$ cat config.mk
export PLATFORM = sky130hd
export DESIGN_NAME = rtc_calendar_regs
export DESIGN_NICKNAME = d
export VERILOG_FILES = /design/src/rtl/rtc_pkg.sv /design/src/rtl/rtc_live_counter.sv /design/src/rtl/rtc_shadow_bank.sv /design/src/rtl/rtc_calendar_regs.sv
export SDC_FILE = /design/constraint.sdc
export NUM_CORES = 1
export LEC_CHECK = 0
export BUFFER_PORTS_ARGS = -buffer_cell sky130_fd_sc_hd__buf_4
export CAP_MARGIN = 20
export CORE_MARGIN = 3
export CORE_UTILIZATION = 40
export DETAILED_ROUTE_END_ITERATION = 10
export MAX_ROUTING_LAYER = met4
export SLEW_MARGIN = 0
export SYNTH_ARGS = -nofsm -noshare
export SYNTH_HDL_FRONTEND = slang
export SYNTH_SLANG_ARGS = --single-unit
$ cat constraint.sdc
create_clock -name clk -period 4.1 [get_ports clk]
set_input_delay 0.205 -clock clk [delete_from_list [all_inputs] [get_ports clk]]
set_output_delay 0.205 -clock clk [all_outputs]
set_load 0.03 [all_outputs]
$ cat src/rtl/rtc_pkg.sv
package rtc_pkg;

  localparam int REG_W  = 8;
  localparam int NREG   = 8;
  localparam int IDX_W  = $clog2(NREG);

  localparam logic [IDX_W-1:0] IX_CTRL  = 3'd0;
  localparam logic [IDX_W-1:0] IX_SEC   = 3'd1;
  localparam logic [IDX_W-1:0] IX_MIN   = 3'd2;
  localparam logic [IDX_W-1:0] IX_HOUR  = 3'd3;
  localparam logic [IDX_W-1:0] IX_DAY   = 3'd4;
  localparam logic [IDX_W-1:0] IX_DATE  = 3'd5;
  localparam logic [IDX_W-1:0] IX_MONTH = 3'd6;
  localparam logic [IDX_W-1:0] IX_YEAR  = 3'd7;

  typedef struct packed {
    logic       cb;
    logic [7:0] year;
    logic [4:0] month;
    logic [5:0] date;
    logic [2:0] dow;
    logic [5:0] hour;
    logic [6:0] min;
    logic [6:0] sec;
  } rtc_time_t;

  function automatic logic [7:0] bcd_inc(logic [7:0] v);
    if (v[3:0] >= 4'd9) return {v[7:4] + 4'd1, 4'd0};
    return {v[7:4], v[3:0] + 4'd1};
  endfunction

  function automatic logic [5:0] month_len(logic [4:0] m, logic [7:0] y);
    logic leap;
    leap = y[4] ? (y[3:0] == 4'd2 || y[3:0] == 4'd6)
                : (y[3:0] == 4'd0 || y[3:0] == 4'd4 || y[3:0] == 4'd8);
    case (m)
      5'h02:                      return leap ? 6'h29 : 6'h28;
      5'h04, 5'h06, 5'h09, 5'h11: return 6'h30;
      default:                    return 6'h31;
    endcase
  endfunction

endpackage

$ cat src/rtl/rtc_live_counter.sv
module rtc_live_counter
  import rtc_pkg::*;
#(
  parameter rtc_time_t RST_T = '0
) (
  input  logic      clk,
  input  logic      rst_n,
  input  logic      step,
  input  logic      load,
  input  rtc_time_t load_val,
  input  logic      cen,
  output rtc_time_t now_t,
  output rtc_time_t next_t,
  output logic      day_roll
);

  rtc_time_t adv;
  logic      roll;

  always_comb begin
    logic [7:0] t;
    adv  = now_t;
    roll = 1'b0;
    t    = 8'h00;
    if (now_t.sec >= 7'h59) begin
      adv.sec = 7'h00;
      if (now_t.min >= 7'h59) begin
        adv.min = 7'h00;
        if (now_t.hour >= 6'h23) begin
          adv.hour = 6'h00;
          roll     = 1'b1;
          adv.dow  = (now_t.dow >= 3'd7) ? 3'd1 : now_t.dow + 3'd1;
          if (now_t.date >= month_len(now_t.month, now_t.year)) begin
            adv.date = 6'h01;
            if (now_t.month >= 5'h12) begin
              adv.month = 5'h01;
              if (now_t.year >= 8'h99) begin
                adv.year = 8'h00;
                adv.cb   = now_t.cb ^ cen;
              end else begin
                adv.year = bcd_inc(now_t.year);
              end
            end else begin
              t         = bcd_inc({3'b000, now_t.month});
              adv.month = t[4:0];
            end
          end else begin
            t        = bcd_inc({2'b00, now_t.date});
            adv.date = t[5:0];
          end
        end else begin
          t        = bcd_inc({2'b00, now_t.hour});
          adv.hour = t[5:0];
        end
      end else begin
        t       = bcd_inc({1'b0, now_t.min});
        adv.min = t[6:0];
      end
    end else begin
      t       = bcd_inc({1'b0, now_t.sec});
      adv.sec = t[6:0];
    end
  end

  always_comb begin
    if (load)      next_t = load_val;
    else if (step) next_t = adv;
    else           next_t = now_t;
  end

  assign day_roll = step & roll & ~load;

  always_ff @(posedge clk) begin
    if (!rst_n) now_t <= RST_T;
    else        now_t <= next_t;
  end

endmodule

$ cat src/rtl/rtc_shadow_bank.sv
module rtc_shadow_bank
  import rtc_pkg::*;
#(
  parameter rtc_time_t RST_T = '0
) (
  input  logic              clk,
  input  logic              rst_n,
  input  logic              refresh,
  input  rtc_time_t         fresh,
  input  logic [NREG-1:0]   wr_sel,
  input  logic [REG_W-1:0]  wdata,
  input  logic              w_bit,
  output rtc_time_t         shadow
);

  always_ff @(posedge clk) begin
    if (!rst_n) begin
      shadow <= RST_T;
    end else if (refresh) begin
      shadow <= fresh;
    end else begin
      if (wr_sel[IX_SEC])   shadow.sec   <= wdata[6:0];
      if (wr_sel[IX_MIN])   shadow.min   <= wdata[6:0];
      if (wr_sel[IX_HOUR])  shadow.hour  <= wdata[5:0];
      if (wr_sel[IX_DAY]) begin
        shadow.dow <= wdata[2:0];
        if (w_bit) shadow.cb <= wdata[4];
      end
      if (wr_sel[IX_DATE])  shadow.date  <= wdata[5:0];
      if (wr_sel[IX_MONTH]) shadow.month <= wdata[4:0];
      if (wr_sel[IX_YEAR])  shadow.year  <= wdata;
    end
  end

endmodule

$ cat src/rtl/rtc_calendar_regs.sv
module rtc_calendar_regs
  import rtc_pkg::*;
#(
  parameter logic [7:0] RST_YEAR  = 8'h00,
  parameter logic [4:0] RST_MONTH = 5'h01,
  parameter logic [5:0] RST_DATE  = 6'h01,
  parameter logic [2:0] RST_DOW   = 3'd1
) (
  input  logic             clk,
  input  logic             rst_n,
  input  logic [IDX_W-1:0] addr,
  input  logic             wr_en,
  input  logic [REG_W-1:0] wdata,
  output logic [REG_W-1:0] rdata,
  input  logic             tick_1hz,
  input  logic             battery_low
);

  localparam rtc_time_t RST_T = '{cb: 1'b0, year: RST_YEAR, month: RST_MONTH,
                                  date: RST_DATE, dow: RST_DOW, hour: 6'h00,
                                  min: 7'h00, sec: 7'h00};

  logic            w_bit, r_bit, stop_bit, ft_bit, cen_bit, ble_bit, bl_flag;
  logic [NREG-1:0] wr_sel;
  logic            load_pulse, refresh, step, day_roll;
  rtc_time_t       live_t, next_t, sh_t;

  for (genvar i = 0; i < NREG; i++) begin : g_sel
    assign wr_sel[i] = wr_en && (addr == IDX_W'(i));
  end

  assign load_pulse = wr_sel[IX_CTRL] & w_bit & ~wdata[7];
  assign refresh    = tick_1hz & ~w_bit & ~r_bit;
  assign step       = tick_1hz & ~stop_bit;

  rtc_live_counter #(.RST_T(RST_T)) u_live (
    .clk(clk), .rst_n(rst_n), .step(step), .load(load_pulse),
    .load_val(sh_t), .cen(cen_bit), .now_t(live_t), .next_t(next_t),
    .day_roll(day_roll)
  );

  rtc_shadow_bank #(.RST_T(RST_T)) u_shadow (
    .clk(clk), .rst_n(rst_n), .refresh(refresh), .fresh(next_t),
    .wr_sel(wr_sel), .wdata(wdata), .w_bit(w_bit), .shadow(sh_t)
  );

  always_ff @(posedge clk) begin
    if (!rst_n) begin
      w_bit    <= 1'b0;
      r_bit    <= 1'b0;
      stop_bit <= 1'b1;
      ft_bit   <= 1'b0;
      cen_bit  <= 1'b0;
      ble_bit  <= 1'b0;
      bl_flag  <= 1'b0;
    end else begin
      if (wr_sel[IX_CTRL]) begin
        w_bit <= wdata[7];
        r_bit <= wdata[6];
      end
      if (wr_sel[IX_SEC]) stop_bit <= wdata[7];
      if (wr_sel[IX_DAY]) begin
        ft_bit  <= wdata[6];
        cen_bit <= wdata[5];
      end
      if (wr_sel[IX_DATE]) ble_bit <= wdata[7];
      if (day_roll) bl_flag <= ble_bit & battery_low;
    end
  end

  always_comb begin
    case (addr)
      IX_CTRL:  rdata = {w_bit, r_bit, 6'b000000};
      IX_SEC:   rdata = {stop_bit, sh_t.sec};
      IX_MIN:   rdata = {1'b0, sh_t.min};
      IX_HOUR:  rdata = {2'b00, sh_t.hour};
      IX_DAY:   rdata = {1'b0, ft_bit, cen_bit, sh_t.cb, 1'b0, sh_t.dow};
      IX_DATE:  rdata = {ble_bit, bl_flag, sh_t.date};
      IX_MONTH: rdata = {3'b000, sh_t.month};
      default:  rdata = sh_t.year;
    endcase
  end

endmodule

==> impl_metrics.ini <==
[hold_path]
min-delay-start = wdata[7]
hold_path.class = in -> reg
min_to = stop_bit
hold_depth = 3

[die]
die_w_um = 127
row_count = 43
pin_count = 24
core_um2 = 14100
die-area_um2 = 16300
start_util = 0.417
die_h_um = 127

[cts]
cts_buffer_depth = 2
clock_latency_ps = 350
clkSinkCount = 93
path_clk_slew_ps = 70
cts_hold_buf = 0
cts_resized = 0
htreeDepth = 3
tritoncts = yes
numCtsBuffers = 9
cts_root_buffer = clkbuf_16
cts_setup_buffers = 0

[worst_setup_path]
cp.arrival_ps = 3850
crit_type = reg -> reg
endpoint_kind = flop
rr_endpoint = u_shadow.shadow[42]
startpoint_type = flop
reg2regPathDepth = 12
worstPathRequired_ps = 4360
cp_max_fo = 15
r2r_start = u_live.now_t[34]
reg2reg_setup_slack_ps = 520

[global_routing]
grt_pass1_vias = 5454
grt_overflow = 0
gr-usage-all-layers = 0.237
grt_max_degree = 58
grt_pass1_wl_mm = 29.9
grt_antenna_before_repair = 0

[placement]
port_buffers = 23
gp_congestion = 0.962
hpwlAfterDp_mm = 12.7

[yosys]
synthDistinctLibCells = 81
synthTopCellsByArea = dfxtp_1 (32%), ha_1 (7.2%), mux2i_1 (5.8%)
syn_inst = 680
synth_flop_cell = dfxtp_1
ys_warn_count = 0
synth_top_area_cell = dfxtp_1
syn_nets = 730
synthArstFlopShare = 0
synth_most_common_cell = dfxtp_1
synth_edf_count = 0
synth-seq-cells = 93
yosys-top-cells-count = dfxtp_1 (93), o21ai_0 (64), a21oi_1 (45)
synth-seq-area-share = 0.315
syn_area_per_cell_um2 = 8.68
synth_area_um2 = 5900
synth_top_area_frac = 0.315

[detailed_routing]
wire_per_inst_um = 21.4
drc = 0
antenna_left = 0
routed_wl_mm = 18.4
drtIter0Drc = 479
vias = 5472
detail_route.first_pass.iterations = 5
viasPerCell = 6.35

[cells_and_area]
nNetsFinal = 727
fillCellCount = 1373
synthToLayoutAreaGrowth_pct = 9.28
layout-drive-gt1-share = 0.139
n_antenna_cell = 0
final_core_util = 0.456

[sta]
rsz0062_at_grt = false
fin_crit_sh = 0.874
finalSetupViolCount = 0
period_minus_slack_ps = 3580
fmaxAchievable_mhz = 279
report.final.slew_viol_count = 0
holdWs_ps = 122
setup_tns_ps = 0
tightest_slew_ps = 907
fin_skew_ps = 3.09
hold_viol_final = 0
slew_headroom = 0.394

[status]
status = complete, no violations

[power_and_ir_drop]
power.total_uw = 1980
vdd_drop_max_uv = 190
p_leak_uw = 0.00254
p_per_area_nw_per_um2 = 307

[job]
cap_violations = 0
-- critical path, stage by stage, from the launching register on --
cell	delay (ps)
dfxtp_1	420
inv_1	100
ha_1	220
mux2i_1	120
o32ai_1	110
a2111oi_0	440
a31oi_1	100
ha_1	290
or4b_1	130
a22o_1	400
nand4_4	290
or4_1	600
a311oi_1	270
-- metal layers --
layer	share of wire	global-route usage	vias up	wire length, um
met4	0.021	0.0719	0	386
met1	0.46	0.315	2666	8480
met3	0.060	0.0380	37	1110
met5	0	-	-	0
li1	-	-	2582	-
met2	0.46	0.370	187	8440
-- registers in the layout, indices dropped and copies added, names as in the netlist --
| register | count |
|---|---|
| w_bit | 1 |
| r_bit | 1 |
| u_shadow.shadow | 43 |
| u_live.now_t | 43 |
| bl_flag | 1 |
| stop_bit | 1 |
| ft_bit | 1 |
| cen_bit | 1 |
| ble_bit | 1 |
-- how the worst max path moves through the flow --
stage,slack (ps),endpoint,from,cells past startpoint
finish,520,u_shadow.shadow[42],u_live.now_t[34],12
global route,210,u_shadow.shadow[42],u_live.now_t[34],12
CTS,570,u_shadow.shadow[42],u_live.now_t[34],12
detailed placement,580,u_shadow.shadow[42],u_live.now_t[34],12
global placement,660,u_shadow.shadow[42],u_live.now_t[34],12
floorplan,1010,u_shadow.shadow[42],u_live.now_t[34],14
-- metrics by stage --
step           setup slack [ps]  std cells  cell area (um2)
2_1_floorplan              1010        680             5900
3_3_place_gp                660        846             6170
3_5_place_dp                579        846             6170
4_1_cts                     568        862             6450
5_1_grt                     212        862             6450
6_report                    517        862             6450
-- report_power, final --
group          leakage (uW)  total, uW  internal [uW]  switching [uW]
registers          0.000756        956            929            27.4
logic               0.00165        213           82.5             130
clock network      0.000128        809            428             381
total               0.00254       1980           1440             538
-- cell type report --
class / count / area (um2) / area share
repair buffers: 35 / 263 / 0.0407
well taps: 180 / 225 / 0.0349
multi-input cells: 514 / 3730 / 0.579
clock buffers: 11 / 243 / 0.0376
clock inverters: 5 / 36.3 / 0.00562
inverters: 24 / 90.1 / 0.0140
flip-flops and latches: 93 / 1860 / 0.289
-- cells in the final DEF (no fill, tap or decap), drive strengths merged, types with 6 or more instances in the layout --
cell	n
a311oi	9
clkbuf	11
nor3	9
mux2	27
mux2i	34
a22oi	7
a31oi	22
nor2b	6
nor2	36
and3	8
ha	34
nand2	34
buf	35
or3	6
o21a	7
o21ai	65
a21oi	45
o22ai	6
o211a	7
nand2b	6
nor4	6
nand4	9
o31ai	11
dfxtp	93
a211oi	10
inv	24
nand3	21
-- cell families after synthesis --
group / Yosys count / share of synthesized area
xor+xnor: 3 / 0.00445
compound gates: 240 / 0.274
mux: 63 / 0.117
fa+ha+maj: 34 / 0.0720
simple gates: 174 / 0.165
flops: 93 / 0.315
buf+inv: 73 / 0.0523
Power figures use the tool's default switching activity.
